$ cat src/rtl/sc_status_pkg.sv
package sc_status_pkg;
  localparam int REG_W    = 8;
  localparam int TDRE_BIT = 7;
  localparam int RDRF_BIT = 6;
  localparam int OVR_BIT  = 5;
  localparam int ERS_BIT  = 4;
  localparam int PAR_BIT  = 3;
  localparam int TEND_BIT = 2;
  localparam int MPB_BIT  = 1;
  localparam int MPBT_BIT = 0;
  // clearable flags occupy the contiguous range CLR_LO..CLR_HI
  localparam int CLR_LO   = PAR_BIT;
  localparam int CLR_HI   = TDRE_BIT;
  localparam logic [REG_W-1:0] RESET_VALUE =
    REG_W'((1 << TDRE_BIT) | (1 << TEND_BIT));

  typedef struct packed {
    logic [REG_W-1:0] setBits;
    logic [REG_W-1:0] clrBits;
    logic             mpbLoad;
    logic             mpbValue;
    logic             mpbtLoad;
    logic             mpbtValue;
  } strobes_t;
endpackage

$ cat src/rtl/sc_status_ctrl.sv
module sc_status_ctrl
  import sc_status_pkg::*;
(
  input  logic             clk,
  input  logic             rstN,
  input  logic             lowPower,
  input  logic             scMode,
  input  logic             txEnable,
  input  logic             rdStrobe,
  input  logic             wrStrobe,
  input  logic [REG_W-1:0] wrData,
  input  logic             evTxEmpty,
  input  logic             evRxFull,
  input  logic             evOverrun,
  input  logic             evErrSigLow,
  input  logic             evFraming,
  input  logic             evParity,
  input  logic             evTxEnd,
  input  logic             evTxStart,
  input  logic             rxMpb,
  input  logic [REG_W-1:0] flagsIn,
  output strobes_t         strobes
);
  logic [REG_W-1:0]   setVec;
  logic [REG_W-1:0]   clrVec;
  logic [CLR_HI:CLR_LO] armBits;
  logic               roWriteUnused;

  // bits 2 and 1 are read-only; their write data is dropped
  assign roWriteUnused = ^wrData[TEND_BIT:MPB_BIT];

  always_comb begin
    setVec           = '0;
    setVec[TDRE_BIT] = evTxEmpty;
    setVec[RDRF_BIT] = evRxFull;
    setVec[OVR_BIT]  = evOverrun;
    setVec[ERS_BIT]  = ~lowPower & (scMode ? (evErrSigLow & txEnable) : evFraming);
    setVec[PAR_BIT]  = evParity;
    setVec[TEND_BIT] = evTxEnd;
  end

  assign clrVec[TEND_BIT] = evTxStart & ~evTxEnd;
  assign clrVec[MPB_BIT]  = 1'b0;
  assign clrVec[MPBT_BIT] = 1'b0;

  for (genvar i = CLR_LO; i <= CLR_HI; i++) begin : g_clr
    localparam bit IS_ERS = (i == ERS_BIT);
    logic armQ;
    logic wrClear;
    logic pwrClear;

    assign pwrClear  = IS_ERS & lowPower;
    assign wrClear   = wrStrobe & ~wrData[i] & armQ;
    assign clrVec[i] = (wrClear & ~setVec[i]) | pwrClear;
    assign armBits[i] = armQ;

    always_ff @(posedge clk) begin
      if (!rstN)                    armQ <= 1'b0;
      else if (wrClear || pwrClear) armQ <= 1'b0;
      else if (rdStrobe && flagsIn[i]) armQ <= 1'b1;
    end
  end

  always_comb begin
    strobes           = '0;
    strobes.setBits   = setVec;
    strobes.clrBits   = clrVec;
    strobes.mpbLoad   = evRxFull;
    strobes.mpbValue  = rxMpb;
    strobes.mpbtLoad  = wrStrobe;
    strobes.mpbtValue = wrData[MPBT_BIT];
  end

  AST_NO_CLEAR_UNARMED: assert property (@(posedge clk) disable iff (!rstN)
    (wrStrobe && !lowPower && armBits == '0) |=>
      ((~flagsIn[CLR_HI:CLR_LO] & $past(flagsIn[CLR_HI:CLR_LO])) == '0));

  AST_WRITE_ONE_KEEPS: assert property (@(posedge clk) disable iff (!rstN)
    (wrStrobe && !lowPower && (&wrData[CLR_HI:CLR_LO])) |=>
      ((~flagsIn[CLR_HI:CLR_LO] & $past(flagsIn[CLR_HI:CLR_LO])) == '0));

  AST_LOWPOWER_ERS: assert property (@(posedge clk) disable iff (!rstN)
    lowPower |=> !flagsIn[ERS_BIT]);

  AST_SC_FRAMING_IGNORED: assert property (@(posedge clk) disable iff (!rstN)
    (scMode && !evErrSigLow && !flagsIn[ERS_BIT]) |=> !flagsIn[ERS_BIT]);
endmodule

$ cat src/rtl/sc_status_dp.sv
module sc_status_dp
  import sc_status_pkg::*;
(
  input  logic             clk,
  input  logic             rstN,
  input  strobes_t         strobes,
  output logic [REG_W-1:0] flagsOut
);
  logic [REG_W-1:0] flagsQ;

  always_ff @(posedge clk) begin
    if (!rstN) begin
      flagsQ <= RESET_VALUE;
    end else begin
      flagsQ[CLR_HI:TEND_BIT] <= (flagsQ[CLR_HI:TEND_BIT] & ~strobes.clrBits[CLR_HI:TEND_BIT])
                               | strobes.setBits[CLR_HI:TEND_BIT];
      if (strobes.mpbLoad)  flagsQ[MPB_BIT]  <= strobes.mpbValue;
      if (strobes.mpbtLoad) flagsQ[MPBT_BIT] <= strobes.mpbtValue;
    end
  end

  assign flagsOut = flagsQ;

  AST_SET_WINS: assert property (@(posedge clk) disable iff (!rstN)
    (strobes.setBits != '0) |=>
      ((flagsQ & $past(strobes.setBits)) == $past(strobes.setBits)));

  AST_TEND_READ_ONLY: assert property (@(posedge clk) disable iff (!rstN)
    $fell(flagsQ[TEND_BIT]) |-> $past(strobes.clrBits[TEND_BIT]));
endmodule

$ cat src/rtl/sc_status_reg.sv
module sc_status_reg
  import sc_status_pkg::*;
(
  input  logic             clk,
  input  logic             rstN,
  input  logic             lowPower,
  input  logic             scMode,
  input  logic             txEnable,
  input  logic             rdStrobe,
  input  logic             wrStrobe,
  input  logic [REG_W-1:0] wrData,
  input  logic             evTxEmpty,
  input  logic             evRxFull,
  input  logic             evOverrun,
  input  logic             evErrSigLow,
  input  logic             evFraming,
  input  logic             evParity,
  input  logic             evTxEnd,
  input  logic             evTxStart,
  input  logic             rxMpb,
  output logic [REG_W-1:0] rdData
);
  strobes_t         strobes;
  logic [REG_W-1:0] flags;

  sc_status_ctrl u_ctrl (
    .clk(clk), .rstN(rstN), .lowPower(lowPower), .scMode(scMode),
    .txEnable(txEnable), .rdStrobe(rdStrobe), .wrStrobe(wrStrobe),
    .wrData(wrData), .evTxEmpty(evTxEmpty), .evRxFull(evRxFull),
    .evOverrun(evOverrun), .evErrSigLow(evErrSigLow), .evFraming(evFraming),
    .evParity(evParity), .evTxEnd(evTxEnd), .evTxStart(evTxStart),
    .rxMpb(rxMpb), .flagsIn(flags), .strobes(strobes)
  );

  sc_status_dp u_dp (
    .clk(clk), .rstN(rstN), .strobes(strobes), .flagsOut(flags)
  );

  assign rdData = flags;
endmodule

$ cat config.mk
export PLATFORM = sky130hd
export DESIGN_NAME = sc_status_reg
export DESIGN_NICKNAME = d
export VERILOG_FILES = /design/src/rtl/sc_status_pkg.sv /design/src/rtl/sc_status_ctrl.sv /design/src/rtl/sc_status_dp.sv /design/src/rtl/sc_status_reg.sv
export SDC_FILE = /design/constraint.sdc
export NUM_CORES = 1
export LEC_CHECK = 0
export BUFFER_PORTS_ARGS = -buffer_cell sky130_fd_sc_hd__clkbuf_2
export CORE_MARGIN = 8
export CORE_UTILIZATION = 43
export CTS_CLUSTER_DIAMETER = 60
export DETAILED_ROUTE_END_ITERATION = 7
export PLACE_DENSITY = 0.77
export SYNTH_ARGS = -nofsm -noshare
export SYNTH_HDL_FRONTEND = slang
export SYNTH_HIERARCHICAL = 1
export SYNTH_SLANG_ARGS = --single-unit
$ cat constraint.sdc
create_clock -name clk -period 0.96 [get_ports clk]
set_input_delay 0.192 -clock clk [delete_from_list [all_inputs] [get_ports clk]]
set_output_delay 0.192 -clock clk [all_outputs]
set_load 0.05 [all_outputs]
Yosys cells after proc, flatten, opt, wreduce, memory -nomap -nowiden

Cells that the tools add are included.

Register bits after elaboration: 13
Output and inout port bits: 8
Logic and storage cells: 55
Bits of input ports: 24

Reductions and logical operators: 11
Mux-type cells: 1
Bitwise operators: 35

Operators by type and width:

| kind               | number |
|---|---|
| AND 1 bit          | 18 |
| NOT 1 bit          | 13 |
| OR reduction 2 bit | 5 |
| AND 6 bit          | 1 |
| NOT 6 bit          | 1 |
| bitwise OR 6 bit   | 1 |
| logical AND 1 bit  | 5 |
| logical OR 1 bit   | 1 |
| 2-to-1 mux 1 bit   | 1 |
| bitwise OR 1 bit   | 1 |

Logic depth before layout (Yosys ltp)

Gate-level depths: netlist (run 1).

Depth after elaboration: 9
Gate-level depth with buffers: 5
Depth with buffers taken out: 5

Hierarchy

Netlist (run 1), hierarchy kept.

Modules (own cells, without submodules):

| module         | sequential area each (sq um) | times used | area each (sq um) | cells an instance |
|---|---|---|---|---|
| sc_status_ctrl | 100.1                        | 1          | 390.4             | 47 |
| sc_status_dp   | 160.2                        | 1          | 275.3             | 24 |

Worst setup path after synthesis (run 1)

Ideal clock, no wire load.

Path kind: reg-to-reg
Start: reg u_dp.flagsQ[4], in the netlist u_dp/flagsOut[4]
End: reg u_dp.flagsQ[4], in the netlist u_dp/flagsOut[4]
Path buffers: 0
Required time: 0.902 ns
Setup time: 0.058 ns
Stages on the path, launching flop included: 3
Period minus slack after synthesis: 0.961 ns
Path slack: -0.001 ns
Arrival time: 0.903 ns
Cells stage by stage: dfxtp_1 -> nor2b_1 -> o21a_1

Longest elaborated chain between the ends: 2

RTL lines:

| element                         | line               | RTL |
|---|---|---|
| start, declared                 | sc_status_dp.sv:9  | `logic [REG_W-1:0] flagsQ;` |
| start signal, assigned by index | sc_status_dp.sv:15 | `flagsQ[CLR_HI:TEND_BIT] <= (flagsQ[CLR_HI:TEND_BIT] & ~strobes.clrBits[CLR_HI:TEND_BIT])` |
| start signal, assigned by index | sc_status_dp.sv:17 | `if (strobes.mpbLoad) flagsQ[MPB_BIT] <= strobes.mpbValue;` |
| start signal, assigned by index | sc_status_dp.sv:18 | `if (strobes.mpbtLoad) flagsQ[MPBT_BIT] <= strobes.mpbtValue;` |
| AND 6 bit                       | sc_status_dp.sv:15 |  |
| bitwise OR 6 bit                | sc_status_dp.sv:16 | `\| strobes.setBits[CLR_HI:TEND_BIT];` |

Every way passes these cells.
A chain may end at the register's enable or synchronous reset.

Final worst setup path (run 1)

Start: reg u_dp.flagsQ[2], in the netlist u_dp/flagsOut[2]
End: out rdData[2]

RTL lines:

| element       | line                | RTL |
|---|---|---|
| end, declared | sc_status_reg.sv:21 | `output logic [REG_W-1:0] rdData` |

No word-level cell between the ends.

==> results of run 1 <==
## flip-flops by register name (all words and copies together) (netlist names)
signal / flops
u_ctrl/g_clr.armQ: 5
u_dp/flagsOut: 8
## power by group
group | switching [µW] | total (µW) | leakage [µW] | internal, µW
clock network | 188 | 350 | 0.0000150 | 161
registers | 24.9 | 599 | 0.000109 | 575
logic | 150 | 331 | 0.000345 | 181
## routing by layer
layer | vias to the layer above | wire length [µm] | part of all wire, %
met1 | 278 | 670 | 38
met3 | 5 | 177 | 9.9
met5 | - | 0 | 0
li1 | 288 | - | -
met4 | 0 | 38 | 2.1
met2 | 18 | 895 | 50
## repair_timing
action | CTS | global route
endpoints found under the setup margin | 10 | 12
pin swaps | 0 | 3
endpoints found under the hold margin | 0 | 0
buffers inserted | 5 | 0
gates resized for setup | 28 | 9
## worst max-delay path by stage
stage                                        startpoint                       endpoint  slack, ns
final                       u_dp/flagsOut[2]$_SDFF_PN1_                      rdData[2]      -0.03
after global placement                         wrStrobe    u_dp/flagsOut[3]$_SDFF_PN0_      -0.03
after floorplan           u_dp/flagsOut[0]$_SDFFE_PN0P_  u_dp/flagsOut[0]$_SDFFE_PN0P_       0.06
after detailed placement                       wrStrobe    u_dp/flagsOut[3]$_SDFF_PN0_      -0.05
after global routing        u_dp/flagsOut[2]$_SDFF_PN1_                      rdData[2]      -0.07
after CTS                   u_dp/flagsOut[2]$_SDFF_PN1_                      rdData[2]      -0.04
## worst reg2reg max path, delay by kind of cell (launching register included)
kind | cells | cell delay, ns
flops | 1 | 0.34
simple gates | 2 | 0.31
compound gates | 1 | 0.17
## metrics by stage
step | hold WS, ns | cells | TNS, ns
final | 0.106 | 114 | -0.190
after global placement | 0.396 | 105 | -0.0490
after floorplan | 0.275 | 66 | 0
after detailed placement | 0.408 | 105 | -0.0921
after global routing | 0.119 | 114 | -0.457
after CTS | 0.109 | 114 | -0.225
## cell type report
| class | instances | area [µm²] |
|---|---|---|
| repair buffers | 37 | 355 |
| inverters | 2 | 7.51 |
| fillers | 100 | 403 |
| clock buffers | 4 | 26.3 |
| well taps | 16 | 20.0 |
| multi-input cells | 42 | 350 |
| flip-flops and latches | 13 | 274 |
==> impl_metrics.ini, run 1 <==
[status]
status = finished with violations
violations = setup timing

[timing]
rsz0062_at_grt = yes
final_hold_viol_count = 0
finalCritPeriodShare_pct = 104
timing.fmax_ghz = 1.01
slew_headroom_pct = 83.2
worstMarginPinSlew_ns = 0.253
finClkSkew_ns = 0.00456
worst_slack_ns = -0.0344
setup-violations-final = 7
drv_slew = 0
period_needed_ns = 0.994

[detailed_routing]
via_count = 589
firstDrtPassIters = 4
routed_wirelength_um = 1780
drtIter0Drc = 14
ant_nets = 0
routed_via_density = 5.17
wl_per_cell_um = 15.6
drc = 0

[logic_synthesis]
syn_area_um2 = 632
synth_warnings = 6
avgSynthCellArea_um2 = 9.57
syn_inst = 66
syn_nets = 90

[grt]
grt_pass1_vias = 591
antenna_found_initial = 0
grt_use_met1_pct = 12.7
grt_max_degree = 14
track_usage_pct = 12.7
grt.met3_usage_pct = 5.16
top_usage_layer = met2
grt_pass1_wl_um = 2680
grt.overflow.total = 0
grt.met2_usage_pct = 21.9

[worst_hold_path]
hold_path_startpoint = evTxEnd
min_path_type = primary input to flip-flop
holdPathStages = 2
hold_path_end = u_dp/flagsOut[2]$_SDFF_PN1_

[critical_path]
cp-start-kind = flip-flop
critical_path_class = flip-flop to output pin
reg2reg_to = u_dp/flagsOut[6]$_SDFF_PN0_
crit_family = flip-flops
slowest_delay_ns = 0.36
cp-end-kind = output pin
rrSetupSlack_ns = 0.05
cp_num_buf_inv = 1
worst-endpoint-required_ns = 0.77
arrival_ns = 0.80
cp_cell_sequence = clkbuf_16
ff2ff_path_depth = 3
cp.depth = 1
critPathSlowestCell = dfxtp_2
r2r_start = u_ctrl/g_clr[6].armQ$_SDFFE_PP0P_
cp_max_fo = 2

[clock_network]
insertion_delay_ns = 0.28
clk_pin_slew_ns = 0.08
cts_root_buf = clkbuf_4
htreeDepth = 1
cts_buffers = 3
cts.sinks = 13
cts_tree = yes
cts_hold_buf = 0
clk_path_buf_depth = 2

[power_and_ir_drop]
leakagePower_uw = 0.000469
power_uw = 1280
vdd_drop_max_uv = 772
powerDensity_nw_per_um2 = 1240

[placement]
placed_cell_area_um2 = 758
place.gp.congestion = 0.678
hpwl_um = 1140
io_buffers = 29
dp_worst_setup_slack_ns = -0.0491

[floorplanning]
dieArea_um2 = 2950
coreArea_um2 = 1440
die_h_um = 54.3
ios = 32
rows = 14
die_x_um = 54.3
start_util_pct = 44.0

[layout]
final_core_util_pct = 72.0
design_area_um2 = 1030
nNetsFinal = 123
area_delta_synth_final_pct = 63.6
final_common_cell = clkbuf_2
layout-drive-gt1-share_pct = 57.1
final_cell_mix = clkbuf_2 (21), dfxtp_2 (11), buf_4 (8)
diodes = 0

[run]
max_cap_viol_count = 0
(Power assumes the default switching activity.)
==> inputs of run 2 (changes only) <==
--- a/config.mk
+++ b/config.mk
@@ -11,6 +11,7 @@
 export CTS_CLUSTER_DIAMETER = 60
 export DETAILED_ROUTE_END_ITERATION = 7
 export PLACE_DENSITY = 0.77
+export REMOVE_ABC_BUFFERS = 1
 export SYNTH_ARGS = -nofsm -noshare
 export SYNTH_HDL_FRONTEND = slang
 export SYNTH_HIERARCHICAL = 1
==> run 2 against run 1 <==
Against the previous run:
- critical path depth unchanged
- worst hold slack better by 0.020 ns
- the flow still finishes with violations (setup timing)
- core utilization down 4.1 points
- cell count down 0.88%
- critical path type unchanged
- die area unchanged
- via count down 1.7%
- non-clock buffer count down 1
- sequential share of layout area up 1.2 points
- power down 3.6%
- wire length down 11%
- sequential power about the same
- first-iteration DRC count down 43%
==> impl_metrics.ini, run 2 (same netlist as run 1, synthesis figures left out) <==
[grt]
track_usage_pct = 11.0
antenna_found_initial = 0
grt.overflow.total = 0
grt_pass1_vias = 615
grt_max_degree = 14
grt_pass1_wl_um = 2400

[clock_network]
insertion_delay_ns = 0.27
cts_buffers = 3
htreeDepth = 1
cts_root_buf = clkbuf_4
cts_tree = yes
clk_path_buf_depth = 2
cts_hold_buf = 0
cts.sinks = 13
clk_pin_slew_ns = 0.08

[power_and_ir_drop]
vdd_drop_max_uv = 958
switching_share_pct = 27.1
leakagePower_uw = 0.000437
p_sw_uw = 334
clockPowerShare_pct = 27.0
powerDensity_nw_per_um2 = 1270
p_seq_share_pct = 48.3
p_int_uw = 900
p_comb_share_pct = 24.6

[worst_hold_path]
holdPathStages = 2
hold_path_end = u_dp/flagsOut[2]$_SDFF_PN1_
min_path_type = primary input to flip-flop
hold_path_startpoint = evTxEnd

[status]
status = finished with violations
violations = setup timing

[detailed_routing]
ant_nets = 0
via_count = 579
routed_via_density = 5.12
firstDrtPassIters = 4
wl_per_cell_um = 14.1
routed_wirelength_um = 1590
drc = 0
drtIter0Drc = 8

[layout]
largest_register_ffs = 8
final_cell_mix = clkbuf_2 (21), dfxtp_2 (8)
nNetsFinal = 122
design_area_um2 = 975
final_common_cell = clkbuf_2
diodes = 0
area_delta_synth_final_pct = 54.3
layout-drive-gt1-share_pct = 51.5
n_fill_cell = 121

[floorplanning]
die_x_um = 54.3
coreArea_um2 = 1440
die_h_um = 54.3
dieArea_um2 = 2950
ios = 32
start_util_pct = 44.0
rows = 14

[critical_path]
crit_family = flip-flops
r2r_start = u_ctrl/g_clr[7].armQ$_SDFFE_PP0P_
reg2reg_to = u_dp/flagsOut[7]$_SDFF_PN1_
critPathSlowestCell = dfxtp_2
critical_path_class = flip-flop to output pin
slowest_delay_ns = 0.36
ff2ff_path_depth = 3
worst-endpoint-required_ns = 0.77
cp_max_fo = 2
cp-start-kind = flip-flop
rrSetupSlack_ns = 0.06
cp_cell_sequence = clkbuf_16
arrival_ns = 0.80
cp_num_buf_inv = 1
cp-end-kind = output pin

[timing]
timing.fmax_ghz = 1.01
worstMarginPinSlew_ns = 0.234
drv_slew = 0
slew_headroom_pct = 84.2
finalCritPeriodShare_pct = 103
finClkSkew_ns = 0.00511
period_needed_ns = 0.991
rsz0062_at_grt = yes
final_hold_viol_count = 0
tns_ns = -0.126
setup-violations-final = 7
worst_slack_ns = -0.0308

[run]
max_cap_viol_count = 0

[placement]
placed_cell_area_um2 = 744
place.gp.congestion = 0.683
hpwl_um = 1130
io_buffers = 29
## run 2: cell types whose count changed in the layout (fill, tap and decap cells not counted)
cell	before	now
dfxtp_1	2	5
nor4b_2	0	1
nor4bb_2	0	1
nor4bb_1	0	2
nor4b_4	1	0
buf_4	8	7
dfxtp_2	11	8
nor4bb_4	3	0
## run 2: worst max-delay path by stage
| stage | startpoint | endpoint | slack [ns] | cells past startpoint |
|---|---|---|---|---|
| after floorplan | u_dp/flagsOut[4]$_SDFF_PN0_ | u_dp/flagsOut[4]$_SDFF_PN0_ | -0.001 | 2 |
| after global placement | wrStrobe | u_dp/flagsOut[3]$_SDFF_PN0_ | -0.02 | 5 |
| after detailed placement | wrStrobe | u_dp/flagsOut[3]$_SDFF_PN0_ | -0.03 | 5 |
| after CTS | u_dp/flagsOut[0]$_SDFFE_PN0P_ | rdData[0] | -0.03 | 1 |
| after global routing | u_dp/flagsOut[0]$_SDFFE_PN0P_ | rdData[0] | -0.06 | 1 |
| final | u_dp/flagsOut[0]$_SDFFE_PN0P_ | rdData[0] | -0.03 | 1 |
## run 2: cell type report
class	count	area (µm²)	area share, %
timing repair buffer	36	348	35.7
multi-input combinational	42	303	31.1
sequential	13	270	27.7
clock buffer	4	26.3	2.70
tap	16	20.0	2.05
inverter	2	7.51	0.770
## run 2: routing by layer
layer | track usage, % | wire length, µm | vias to the layer above
li1 | - | - | 283
met3 | 5.71 | 223 | 0
met2 | 19.1 | 736 | 24
met5 | 0 | 0 | -
met1 | 10.6 | 632 | 272
met4 | 4.92 | 0 | 0
## run 2: per-stage QoR
step / power [µW] / cells / util, % / hold slack [ns] / worst slack (ns)
after global routing: 1300 / 113 / 67.9 / 0.134 / -0.0610
after floorplan: 724 / 57 / - / 0.275 / -0.00120
final: 1230 / 113 / 67.9 / 0.126 / -0.0308
after global placement: 816 / 104 / 51.8 / 0.394 / -0.0236
after detailed placement: 823 / 104 / 51.8 / 0.410 / -0.0305
after CTS: 1240 / 113 / 67.3 / 0.121 / -0.0341
## run 2: power by group through the flow
stage          clock network, µW  registers (µW)  logic, µW
4_1_cts                      343             595        300
2_1_floorplan                  0             659       65.3
6_report                     334             597        304
3_3_place_gp                   0             598        218
3_5_place_dp                   0             599        223
5_1_grt                      374             601        323
## run 2: what timing repair did
action	in CTS	in global routing
pin swaps	1	2
setup buffers	5	0
gates resized for setup	31	2
endpoints found under the setup margin	8	11
